==> src/rtl/mst_pkg.sv <==
package mst_pkg;

  typedef enum logic [3:0] {
    ST_START,
    ST_PH_W,
    ST_PH_R,
    ST_LO_KICK,
    ST_LO_RUN,
    ST_SW_KICK,
    ST_SW_RUN,
    ST_PL_W,
    ST_PL_R,
    ST_HI_KICK,
    ST_HI_RUN,
    ST_DONE
  } mst_state_e;

  typedef enum logic [1:0] {
    FC_OK     = 2'b00,
    FC_LOW    = 2'b01,
    FC_HIGH   = 2'b10,
    FC_UNTEST = 2'b11
  } fault_code_e;

endpackage

==> src/rtl/mst_walker.sv <==
// Address/pattern walker: for each pattern it steps through the addresses
// (either both corners or all words), spending one write cycle and one
// read-back cycle on each address.
module mst_walker #(
  parameter int ADDR_W = 8
) (
  input  logic              clk,
  input  logic              rst_n,
  input  logic              start,
  input  logic              sweep,
  input  logic              two_pat,
  output logic [ADDR_W-1:0] addr,
  output logic              pat,
  output logic              rd,
  output logic              active,
  output logic              last
);
  localparam logic [ADDR_W-1:0] LAST_A = '1;

  logic sweep_q;
  logic two_q;
  logic pat_end;

  assign pat_end = pat | ~two_q;
  assign last    = active & rd & (addr == LAST_A) & pat_end;

  always_ff @(posedge clk or negedge rst_n) begin
    if (!rst_n) begin
      active  <= 1'b0;
      rd      <= 1'b0;
      pat     <= 1'b0;
      addr    <= '0;
      sweep_q <= 1'b0;
      two_q   <= 1'b0;
    end else if (start) begin
      active  <= 1'b1;
      rd      <= 1'b0;
      pat     <= 1'b0;
      addr    <= '0;
      sweep_q <= sweep;
      two_q   <= two_pat;
    end else if (active) begin
      rd <= ~rd;
      if (rd) begin
        if (addr == LAST_A) begin
          addr <= '0;
          if (pat_end) active <= 1'b0;
          else         pat    <= 1'b1;
        end else begin
          addr <= sweep_q ? addr + 1'b1 : LAST_A;
        end
      end
    end
  end
endmodule

==> src/rtl/mst_judge.sv <==
// Per-slice compare of read data against the word that was written.
module mst_judge #(
  parameter int SLICE_W  = 4,
  parameter int N_SLICES = 3
) (
  input  logic [SLICE_W*N_SLICES-1:0] rdata,
  input  logic [SLICE_W*N_SLICES-1:0] expect_w,
  output logic [N_SLICES-1:0]         lo_miss,
  output logic [N_SLICES-1:0]         hi_miss
);
  for (genvar s = 0; s < N_SLICES; s++) begin : g_slice
    logic [SLICE_W-1:0] r_nib;
    logic [SLICE_W-1:0] e_nib;
    assign r_nib      = rdata[s*SLICE_W +: SLICE_W];
    assign e_nib      = expect_w[s*SLICE_W +: SLICE_W];
    assign lo_miss[s] = |(e_nib & ~r_nib);
    assign hi_miss[s] = |(~e_nib & r_nib);
  end
endmodule

==> src/rtl/mst_status.sv <==
// Active-low status flags and sticky fault codes.
module mst_status
  import mst_pkg::*;
#(
  parameter int N_SLICES = 3,
  localparam int SL_W    = (N_SLICES > 1) ? $clog2(N_SLICES) : 1
) (
  input  logic                  clk,
  input  logic                  rst_n,
  input  logic                  upd,
  input  logic [SL_W-1:0]       upd_slice,
  input  logic                  upd_bad,
  input  fault_code_e           upd_kind,
  input  logic                  set_untest,
  input  logic                  set_can,
  input  logic                  full_on,
  input  logic                  full_off,
  output logic [N_SLICES-1:0]   slice_ok_n,
  output logic [2*N_SLICES-1:0] fault_code,
  output logic                  can_test_n,
  output logic                  full_run_n
);
  always_ff @(posedge clk or negedge rst_n) begin
    if (!rst_n) begin
      full_run_n <= 1'b0;
      can_test_n <= 1'b0;
    end else begin
      if (full_on)         full_run_n <= 1'b0;
      else if (full_off)   full_run_n <= 1'b1;
      if (set_untest)      can_test_n <= 1'b1;
      else if (set_can)    can_test_n <= 1'b0;
    end
  end

  for (genvar s = 0; s < N_SLICES; s++) begin : g_flag
    always_ff @(posedge clk or negedge rst_n) begin
      if (!rst_n) begin
        slice_ok_n[s]         <= 1'b0;
        fault_code[2*s +: 2]  <= FC_OK;
      end else if (set_untest) begin
        slice_ok_n[s]         <= 1'b1;
        fault_code[2*s +: 2]  <= FC_UNTEST;
      end else if (upd && (upd_slice == SL_W'(s))) begin
        slice_ok_n[s] <= upd_bad;
        if (upd_bad && (fault_code[2*s +: 2] == FC_OK))
          fault_code[2*s +: 2] <= upd_kind;
      end
    end
  end
endmodule

==> src/rtl/nibble_ram_selftest.sv <==
module nibble_ram_selftest
  import mst_pkg::*;
#(
  parameter int ADDR_W   = 8,
  parameter int SLICE_W  = 4,
  parameter int N_SLICES = 3
) (
  input  logic                          clk,
  input  logic                          rst_n,
  output logic [ADDR_W-1:0]             mem_addr,
  output logic [SLICE_W*N_SLICES-1:0]   mem_wdata,
  output logic                          mem_we,
  input  logic [SLICE_W*N_SLICES-1:0]   mem_rdata,
  output logic [N_SLICES-1:0]           slice_ok_n,
  output logic                          full_run_n,
  output logic                          can_test_n,
  output logic [2*N_SLICES-1:0]         fault_code,
  output logic                          loop_done
);
  localparam int DATA_W = SLICE_W * N_SLICES;
  localparam int SL_W   = (N_SLICES > 1) ? $clog2(N_SLICES) : 1;
  localparam int PASS_W = $clog2(N_SLICES + 1);
  localparam logic [PASS_W-1:0] PASS_INIT  = PASS_W'(N_SLICES);
  localparam logic [SL_W-1:0]   SLICE_LAST = SL_W'(N_SLICES - 1);

  function automatic logic [SLICE_W-1:0] alt_nib(input logic odd);
    logic [SLICE_W-1:0] n;
    for (int i = 0; i < SLICE_W; i++) n[i] = ((i % 2) == 1) ? odd : ~odd;
    return n;
  endfunction

  function automatic logic [DATA_W-1:0] place(input logic [SLICE_W-1:0] nib,
                                              input logic [SL_W-1:0] s);
    logic [DATA_W-1:0] w;
    w = '0;
    for (int k = 0; k < N_SLICES; k++)
      if (s == SL_W'(k)) w[k*SLICE_W +: SLICE_W] = nib;
    return w;
  endfunction

  localparam logic [SLICE_W-1:0] PAT_A = alt_nib(1'b0);
  localparam logic [SLICE_W-1:0] PAT_B = alt_nib(1'b1);

  mst_state_e        state_q, state_d;
  logic [SL_W-1:0]   slice_q, slice_d;
  logic              bad_q, bad_d;
  logic [PASS_W-1:0] pass_q, pass_d;

  logic              w_start, w_sweep, w_two;
  logic [ADDR_W-1:0] w_addr;
  logic              w_pat, w_rd, w_active, w_last;

  logic [DATA_W-1:0]   lo_word, hi_word, cmp_word;
  logic [N_SLICES-1:0] lo_miss, hi_miss;
  logic                verdict;
  logic [PASS_W-1:0]   pass_after;

  logic        st_upd, st_bad, st_untest, st_can, st_full_on, st_full_off;
  fault_code_e st_kind;

  mst_walker #(.ADDR_W(ADDR_W)) i_walker (
    .clk(clk), .rst_n(rst_n), .start(w_start), .sweep(w_sweep), .two_pat(w_two),
    .addr(w_addr), .pat(w_pat), .rd(w_rd), .active(w_active), .last(w_last)
  );

  mst_judge #(.SLICE_W(SLICE_W), .N_SLICES(N_SLICES)) i_judge (
    .rdata(mem_rdata), .expect_w(cmp_word), .lo_miss(lo_miss), .hi_miss(hi_miss)
  );

  mst_status #(.N_SLICES(N_SLICES)) i_status (
    .clk(clk), .rst_n(rst_n), .upd(st_upd), .upd_slice(slice_q), .upd_bad(st_bad),
    .upd_kind(st_kind), .set_untest(st_untest), .set_can(st_can),
    .full_on(st_full_on), .full_off(st_full_off), .slice_ok_n(slice_ok_n),
    .fault_code(fault_code), .can_test_n(can_test_n), .full_run_n(full_run_n)
  );

  assign lo_word   = place(w_pat ? PAT_B : PAT_A, slice_q);
  assign hi_word   = ~place('1, slice_q);
  assign cmp_word  = (state_q == ST_HI_RUN) ? hi_word : lo_word;
  assign verdict   = bad_q | ((state_q == ST_HI_RUN) ? hi_miss[slice_q] : lo_miss[slice_q]);
  assign pass_after = verdict ? pass_q : pass_q - 1'b1;
  assign loop_done = (state_q == ST_DONE);

  always_comb begin
    state_d = state_q;
    slice_d = slice_q;
    bad_d   = bad_q;
    pass_d  = pass_q;
    mem_we    = 1'b0;
    mem_addr  = '0;
    mem_wdata = '0;
    w_start = 1'b0;
    w_sweep = 1'b0;
    w_two   = 1'b0;
    st_upd = 1'b0;
    st_bad = verdict;
    st_kind = FC_LOW;
    st_untest = 1'b0;
    st_can = 1'b0;
    st_full_on = 1'b0;
    st_full_off = 1'b0;
    unique case (state_q)
      ST_START: begin
        pass_d      = PASS_INIT;
        st_full_off = 1'b1;
        state_d     = ST_PH_W;
      end
      ST_PH_W: begin
        mem_we  = 1'b1;
        state_d = ST_PH_R;
      end
      ST_PH_R: begin
        if (|mem_rdata) begin
          state_d = ST_PL_W;
        end else begin
          st_can  = 1'b1;
          slice_d = '0;
          state_d = ST_LO_KICK;
        end
      end
      ST_PL_W: begin
        mem_we    = 1'b1;
        mem_wdata = '1;
        state_d   = ST_PL_R;
      end
      ST_PL_R: begin
        if (!(&mem_rdata)) begin
          st_untest = 1'b1;
          state_d   = ST_DONE;
        end else begin
          st_can  = 1'b1;
          slice_d = '0;
          state_d = ST_HI_KICK;
        end
      end
      ST_LO_KICK, ST_SW_KICK, ST_HI_KICK: begin
        w_start = 1'b1;
        w_sweep = (state_q == ST_SW_KICK);
        w_two   = (state_q != ST_HI_KICK);
        bad_d   = 1'b0;
        state_d = (state_q == ST_LO_KICK) ? ST_LO_RUN :
                  (state_q == ST_SW_KICK) ? ST_SW_RUN : ST_HI_RUN;
      end
      ST_LO_RUN, ST_SW_RUN, ST_HI_RUN: begin
        mem_we    = w_active & ~w_rd;
        mem_addr  = w_addr;
        mem_wdata = cmp_word;
        if (w_rd) bad_d = verdict;
        if (w_last) begin
          st_upd  = 1'b1;
          st_kind = (state_q == ST_HI_RUN) ? FC_HIGH : FC_LOW;
          if (state_q == ST_LO_RUN) pass_d = pass_after;
          if (slice_q != SLICE_LAST) begin
            slice_d = slice_q + 1'b1;
            state_d = (state_q == ST_LO_RUN) ? ST_LO_KICK :
                      (state_q == ST_SW_RUN) ? ST_SW_KICK : ST_HI_KICK;
          end else if ((state_q == ST_LO_RUN) && (pass_after == '0)) begin
            slice_d    = '0;
            st_full_on = 1'b1;
            state_d    = ST_SW_KICK;
          end else begin
            st_full_off = (state_q == ST_SW_RUN);
            state_d     = ST_DONE;
          end
        end
      end
      ST_DONE: state_d = ST_START;
      default: state_d = ST_START;
    endcase
  end

  always_ff @(posedge clk or negedge rst_n) begin
    if (!rst_n) begin
      state_q <= ST_START;
      slice_q <= '0;
      bad_q   <= 1'b0;
      pass_q  <= '0;
    end else begin
      state_q <= state_d;
      slice_q <= slice_d;
      bad_q   <= bad_d;
      pass_q  <= pass_d;
    end
  end
endmodule

==> config.mk <==
export PLATFORM = sky130hd
export DESIGN_NAME = nibble_ram_selftest
export DESIGN_NICKNAME = d
export VERILOG_FILES = /design/src/rtl/mst_pkg.sv /design/src/rtl/mst_walker.sv /design/src/rtl/mst_judge.sv /design/src/rtl/mst_status.sv /design/src/rtl/nibble_ram_selftest.sv
export SDC_FILE = /design/constraint.sdc
export NUM_CORES = 1
export LEC_CHECK = 0
export BUFFER_PORTS_ARGS = -buffer_cell sky130_fd_sc_hd__buf_2
export CORE_AREA = 2 2 72 74
export CTS_CLUSTER_DIAMETER = 100
export DETAILED_ROUTE_END_ITERATION = 8
export DIE_AREA = 0 0 74 76
export GPL_ROUTABILITY_DRIVEN = 0
export GPL_TIMING_DRIVEN = 0
export PLACE_DENSITY = 0.78
export SETUP_SLACK_MARGIN = 0.1
export SLEW_MARGIN = 40
export SYNTH_ARGS = -nofsm -noshare
export SYNTH_HDL_FRONTEND = slang
export SYNTH_HIERARCHICAL = 1
export SYNTH_SLANG_ARGS = --single-unit
==> constraint.sdc <==
create_clock -name clk -period 3.55 [get_ports clk]
set_input_delay 0.1775 -clock clk [delete_from_list [all_inputs] [get_ports clk]]
set_output_delay 0.1775 -clock clk [all_outputs]
set_load 0.005 [all_outputs]
Word-level counts from Yosys, hierarchy flattened
Index checks and enable logic that the tools add are counted.
{"block": "totals", "ff_bits": 33, "input_bits": 14, "out_inout_bits": 33, "elab_cells": 207}
{"block": "op_classes", "addsub": 3, "order_cmp": 1, "n_eq_ne": 23, "mux": 95, "n_bitwise": 21, "reduce_logical": 46}
{"cell": "4-bit two-way mux", "n": 14}
{"cell": "8-bit two-way mux", "n": 6}
{"cell": "1-bit two-way mux", "n": 42}
{"cell": "2-bit two-way mux", "n": 21}
{"cell": "4-bit case mux with 7 select lines", "n": 1}
{"cell": "2-bit nonzero test", "n": 13}
{"cell": "4-bit bitwise AND", "n": 6}
{"cell": "4-bit NOT", "n": 6}
{"cell": "12-bit case mux with 2 select lines", "n": 1}
{"cell": "4-bit OR reduction", "n": 6}
{"cell": "4-bit by 3-bit equality test with 1-bit output, second input constant", "n": 4}
{"cell": "4-bit equality test, second input constant", "n": 4}
{"cell": "12-bit two-way mux", "n": 1}
{"cell": "12-bit NOT", "n": 1}
{"cell": "12-bit AND reduction", "n": 1}
{"cell": "12-bit OR reduction", "n": 1}
{"cell": "2-bit zero test", "n": 5}
{"cell": "2-bit AND reduction", "n": 5}
{"cell": "8-bit by 1-bit adder with 8-bit output, second input constant", "n": 1}
{"cell": "4-bit by 2-bit equality test with 1-bit output, second input constant", "n": 2}
{"cell": "8-bit equality test, second input constant", "n": 1}
{"cell": "2-bit inequality test, second input constant", "n": 4}
{"cell": "1-bit case mux with 2 select lines", "n": 4}
{"cell": "1-bit logical AND", "n": 7}
{"cell": "other kinds (23)", "n": 32}

Longest topological paths before layout
{"block": "depth", "depth_word": 20, "ltp_mapped": 14, "ltp_nobuf": 13}

By module
Netlist, hierarchy kept.
{"module": "nibble_ram_selftest", "n_inst": 1, "cells_per_inst": 175, "area_per_inst_um2": 1229.9, "seq_area_each_um2": 225.2}
{"module": "mst_walker", "n_inst": 1, "cells_per_inst": 76, "area_per_inst_um2": 738.2, "seq_area_each_um2": 325.3}
{"module": "mst_status", "n_inst": 1, "cells_per_inst": 40, "area_per_inst_um2": 454.2, "seq_area_each_um2": 275.3}
{"module": "mst_judge", "n_inst": 1, "cells_per_inst": 27, "area_per_inst_um2": 183.9, "seq_area_each_um2": 0.0}

Least setup slack after synthesis
OpenSTA, ideal clock, no wires.
{"block": "synth_timing", "path_kind": "reg2reg", "start": "reg state_q[0]", "end": "reg state_q[3]", "setup_time_ns": 0.134, "t_arrival_ns": 2.732, "required_time_ns": 3.416, "path_slack_ns": 0.684, "path_stages_with_launch": 13, "n_path_buf": 1, "synth_period_minus_slack_ns": 2.866, "cell_sequence": "dfrtp_1 > buf_6 > and4bb_4 > or2_2 > o31ai_1 > nor2b_1 > a2111o_1 > mux2i_1 > o211a_4 > nor2_4 > mux2i_1 > a2111oi_0 > nor3_1"}
{"block": "synth_between", "elab_chain_cells": 16, "word_cells_on_any_way": 47, "cone_classes": "11 x eq/ne; 15 x mux; 10 x bitwise; 11 x reduce/logical"}
{"element": "start, declared", "line": "nibble_ram_selftest.sv:44", "source": "mst_state_e state_q, state_d;"}
{"element": "start signal, assigned", "line": "nibble_ram_selftest.sv:179", "source": "state_q <= state_d;"}
{"element": "4-bit equality test", "line": "nibble_ram_selftest.sv:79", "source": "assign cmp_word = (state_q == ST_HI_RUN) ? hi_word : lo_word;"}
{"element": "12-bit two-way mux", "line": "nibble_ram_selftest.sv:79"}
{"element": "via cmp_word[0]", "line": "nibble_ram_selftest.sv:53", "source": "logic [DATA_W-1:0] lo_word, hi_word, cmp_word;"}
{"element": "4-bit NOT", "line": "mst_judge.sv:17", "source": "assign hi_miss[s] = |(~e_nib & r_nib);"}
{"element": "4-bit bitwise AND", "line": "mst_judge.sv:17"}
{"element": "4-bit OR reduction", "line": "mst_judge.sv:17"}
{"element": "via hi_miss[0]", "line": "nibble_ram_selftest.sv:54", "source": "logic [N_SLICES-1:0] lo_miss, hi_miss;"}
{"element": "1-bit binary-select mux with 2-bit select", "line": "nibble_ram_selftest.sv:80", "source": "assign verdict = bad_q | ((state_q == ST_HI_RUN) ? hi_miss[slice_q] : lo_miss[slice_q]);"}
{"element": "[2 not listed]"}
{"element": "1-bit bitwise OR", "line": "nibble_ram_selftest.sv:80"}
{"element": "2-bit two-way mux", "line": "nibble_ram_selftest.sv:81", "source": "assign pass_after = verdict ? pass_q : pass_q - 1'b1;"}
{"element": "2-bit zero test", "line": "nibble_ram_selftest.sv:157", "source": "end else if ((state_q == ST_LO_RUN) && (pass_after == '0)) begin"}
{"element": "1-bit logical AND", "line": "nibble_ram_selftest.sv:157"}
{"element": "4-bit two-way mux", "line": "nibble_ram_selftest.sv:157"}
{"element": "4-bit two-way mux", "line": "nibble_ram_selftest.sv:153", "source": "if (slice_q != SLICE_LAST) begin"}
{"element": "4-bit two-way mux", "line": "nibble_ram_selftest.sv:149", "source": "if (w_last) begin"}
{"element": "4-bit case mux with 7 select lines", "line": "nibble_ram_selftest.sv:102", "source": "unique case (state_q)"}
The timed path passes the listed nets, and every way through them passes these cells. The select of a mux whose other input is x is not followed.
A chain may end at the register's enable or synchronous reset.

Final worst setup path
{"block": "layout_timing", "start": "reg state_q[0]", "end": "reg state_q[3]"}
{"block": "layout_between", "word_cells_on_any_way": 47, "cone_classes": "11 x eq/ne; 15 x mux; 10 x bitwise; 11 x reduce/logical"}
{"element": "4-bit equality test", "line": "nibble_ram_selftest.sv:79"}
{"element": "12-bit two-way mux", "line": "nibble_ram_selftest.sv:79"}
{"element": "via cmp_word[4]", "line": "nibble_ram_selftest.sv:53"}
{"element": "4-bit bitwise AND", "line": "mst_judge.sv:16", "source": "assign lo_miss[s] = |(e_nib & ~r_nib);"}
{"element": "4-bit OR reduction", "line": "mst_judge.sv:16"}
{"element": "via lo_miss[1]", "line": "nibble_ram_selftest.sv:54"}
{"element": "1-bit binary-select mux with 2-bit select", "line": "nibble_ram_selftest.sv:80"}
{"element": "1-bit two-way mux (implied by the code)", "line": "nibble_ram_selftest.sv:80"}
{"element": "1-bit two-way mux", "line": "nibble_ram_selftest.sv:80"}
{"element": "1-bit bitwise OR", "line": "nibble_ram_selftest.sv:80"}
{"element": "2-bit two-way mux", "line": "nibble_ram_selftest.sv:81"}
{"element": "2-bit zero test", "line": "nibble_ram_selftest.sv:157"}
{"element": "1-bit logical AND", "line": "nibble_ram_selftest.sv:157"}
{"element": "4-bit two-way mux", "line": "nibble_ram_selftest.sv:157"}
{"element": "4-bit two-way mux", "line": "nibble_ram_selftest.sv:153"}
{"element": "4-bit two-way mux", "line": "nibble_ram_selftest.sv:149"}
{"element": "4-bit case mux with 7 select lines", "line": "nibble_ram_selftest.sv:102"}
The timed path passes the listed nets, and every way through them passes these cells. The select of a mux whose other input is x is not followed.

==> impl_results.md <==
- Synth async-reset ratio: 1.00
- Status: complete, no violations
- Register area: 826 sq um
- Count leader, synth: nor2_1
- Clk buf depth: 2
- Worst-margin pin slew: 0.793 ns
- Yosys reg bits: 33
- Post-route insts no fill: 443
- H-tree depth: 2
- Worst slack at placement: 0.217 ns
- Post-DRT Antenna Nets: 0
- Post-route setup TNS: 0 ns
- Comb pwr share: 0.599
- Die X: 74 microns
- Clock Power Share: 0.149
- Top Ports: 47
- Worst rel slew slack: 0.471
- Placed cells: 434
- Max VDD drop: 459 uV
- Crit path max-delay cell type: a2111oi_1
- Placed Area: 2920 sq um
- First-pass DRT Iterations: 4
- Inserted Diodes: 0
- Vias per cell: 5.75
- Initial antenna violation count: 0
- Hpwl dp: 4690 microns
- Post-Syn Nets: 333
- First-pass GRT wire length: 10800 microns
- Synthesized area: 2610 sq um
- Top post-synthesis cells by count: nor2_1, dfrtp_1, nand2_1, o21ai_0, a21oi_1
- Power consumption: 2.54 mW
- Pin count of the biggest net entering global routing: 34
- Crit path capture type: register
- Final Cycle Share: 0.921
- Nets: 387
- WHS: 0.359 ns
- # fillers: 431
- Unrepaired setup endpoints after global routing: no
- Post-route minimum period: 3.27 ns
- Root buf cell: clkbuf_8
- Crit path launch type: register
- Type of the most critical hold path: in -> async
- Area share of the leading cell type in the synthesized netlist: 0.317
- Synth top area cells: dfrtp_1, nor2_1, nand2_1
- CP arrival: 3.42 ns
- Cell taking the most area after synthesis: dfrtp_1
- Vias in the first global route: 2368
- PortBufs: 46
- Num CTS Buffers: 5
- Worst EP required: 3.71 ns
- Pleak: 1.26 nW
- # clock sinks: 33
- DRC viols: 0
- Clk Latency, worst-skew pair: 0.29 ns
- CP max FO: 9
- Synth Flop Type: dfrtp_1
- Slew Limit Fails: 0
- Yosys warning count: 6
- Routed len/inst: 14.5 microns
- Setup Skew: 0.00640 ns
- Final WL: 6410 microns
- Number of synthesized flops with an enable pin: 0
- Fmax: 306 MHz
- Die Span Y: 76 microns
- Sequential area share after synthesis: 0.317
- Worst Setup Path Type: reg -> reg
- Gr usage total: 0.243
- Die Area: 5620 sq um
- Initial Utilization: 0.531
- Switching share of power: 0.464
- Int Power: 1.36 mW
- Via count: 2549
- Critical-path cell list: buf_6 -> and4bb_4 -> or2_2 -> o21ai_0 -> nor2b_1 -> a2111o_1 -> and3b_1 -> a211oi_4 -> nor2_4 -> mux2i_1 -> a2111oi_1 -> nor3_1
- Yosys cell types: 66
- Mapped Avg Cell Area: 8.20 sq um
- Max-cap violations: 0
- Final setup violation count: 0
- CTS tree: done
- Reg power frac: 0.252
- Initial DRC count: 159
- Area growth, synth to finish: 17.7%
- Ratio of cells with drive above 1 in the final layout: 0.260
- Max incr delay on CP: 0.48 ns
- Cell Rows: 26
- Net Switching: 1.18 mW
- Multi-input gate area: 1600 sq um
- Power density over cell area: 827 nW/um^2
- Grt total ovfl: 0
- Hold Fails Final Rpt: 0
- Finished Cell Area: 3070 sq um
- Layout Utilization: 0.625
- Core area: 4910 sq um
- Synthesized instance count: 318
- Clock slew at reported path FFs: 0.08 ns
- Worst Slack Setup Final: 0.281 ns
==> state kept, by name, indices dropped and copies added (netlist names) <==
name	count
i_status/slice_ok_n	3
bad_q	1
i_status/fault_code	6
i_status/full_run_n	1
i_walker/two_q	1
i_walker/sweep_q	1
state_q	4
i_walker/addr	8
slice_q	2
i_walker/rd	1
i_status/can_test_n	1
i_walker/pat	1
pass_q	2
i_walker/active	1
==> cell type report <==
cell class	count	share of cell area
Inverter	17	0.0208
Multi-Input combinational cell	247	0.522
Clock buffer	6	0.0269
Clock inverter	2	0.0122
Timing Repair Buffer	47	0.0791
Tap cell	70	0.0285
Sequential cell	33	0.269
Buffer	21	0.0416
==> repair_timing <==
action / CTS / global route
hold buffers: 1 / 0
resized for setup: 0 / 7
buffers inserted: 0 / 0
endpoints found under the hold margin: 33 / 0
setup endpoints to repair: 0 / 5
==> routing by layer <==
| layer | vias up | track usage | wire [microns] |
|---|---|---|---|
| met5 | - | 0 | 0 |
| met4 | 0 | 0.0964 | 109 |
| met3 | 8 | 0.0384 | 344 |
| met2 | 86 | 0.391 | 3200 |
| met1 | 1216 | 0.323 | 2750 |
| li1 | 1239 | - | - |
==> power by group through the flow <==
stage	Sequential, mW	Combinational, mW	Clock, mW
2_1_floorplan	0.607	1.13	0
3_3_place_gp	0.637	1.45	0
3_5_place_dp	0.644	1.49	0
4_1_cts	0.637	1.50	0.386
5_1_grt	0.659	1.69	0.398
6_report	0.639	1.52	0.378
==> placed cells by master, fill, tap and decap left out, types with 3 or more instances in the layout <==
master,instances
a21oi_1,20
buf_4,9
o31ai_1,5
and2_1,11
nand2b_1,12
nand3_1,8
inv_1,15
a2111o_1,3
buf_2,47
nor2b_1,11
dfrtp_1,33
nand3b_1,4
xnor2_1,3
nand2_1,33
clkbuf_1,7
o31ai_2,3
o21ai_0,21
nand4_1,3
clkbuf_8,6
o2111ai_1,4
mux2i_1,9
nor3_1,9
nor2_1,34
nor4_1,4
==> critical path, delay by kind of cell, from the launching register on <==
| kind | cells | cell delay (ns) |
|---|---|---|
| AOI/OAI and AO/OA | 4 | 1.34 |
| buffers and inverters | 1 | 0.14 |
| DFF | 1 | 0.38 |
| muxes | 1 | 0.16 |
| and+or+nand+nor | 6 | 1.13 |
==> final timing paths <==
check / start / end / slack [ns] / cells past startpoint
max reg2reg: state_q[0] / state_q[3] / 0.28 / 12
min reg2reg: i_status/can_test_n / i_status/can_test_n / 0.48 / 1
min: rst_n / i_status/can_test_n / 0.36 / 2
min in group clk: i_status/can_test_n / i_status/can_test_n / 0.48 / 1
max: state_q[0] / state_q[3] / 0.28 / 12
max in group asynchronous: rst_n / pass_q[0] / 2.88 / 2
==> kinds of logic (layout without fill, tap and decap cells) <==
| kind of cell | after synthesis | count (layout) | share of synthesized area |
|---|---|---|---|
| DFF | 33 | 33 | 0.317 |
| AOI/OAI and AO/OA | 85 | 85 | 0.239 |
| adders and majority gates | 1 | 1 | 0.00480 |
| and+or+nand+nor | 146 | 146 | 0.308 |
| xor gates and xnor gates | 5 | 5 | 0.0197 |
| muxes | 10 | 10 | 0.0389 |
| buffers and inverters | 38 | 93 | 0.0730 |
(Power assumes the default switching activity.)
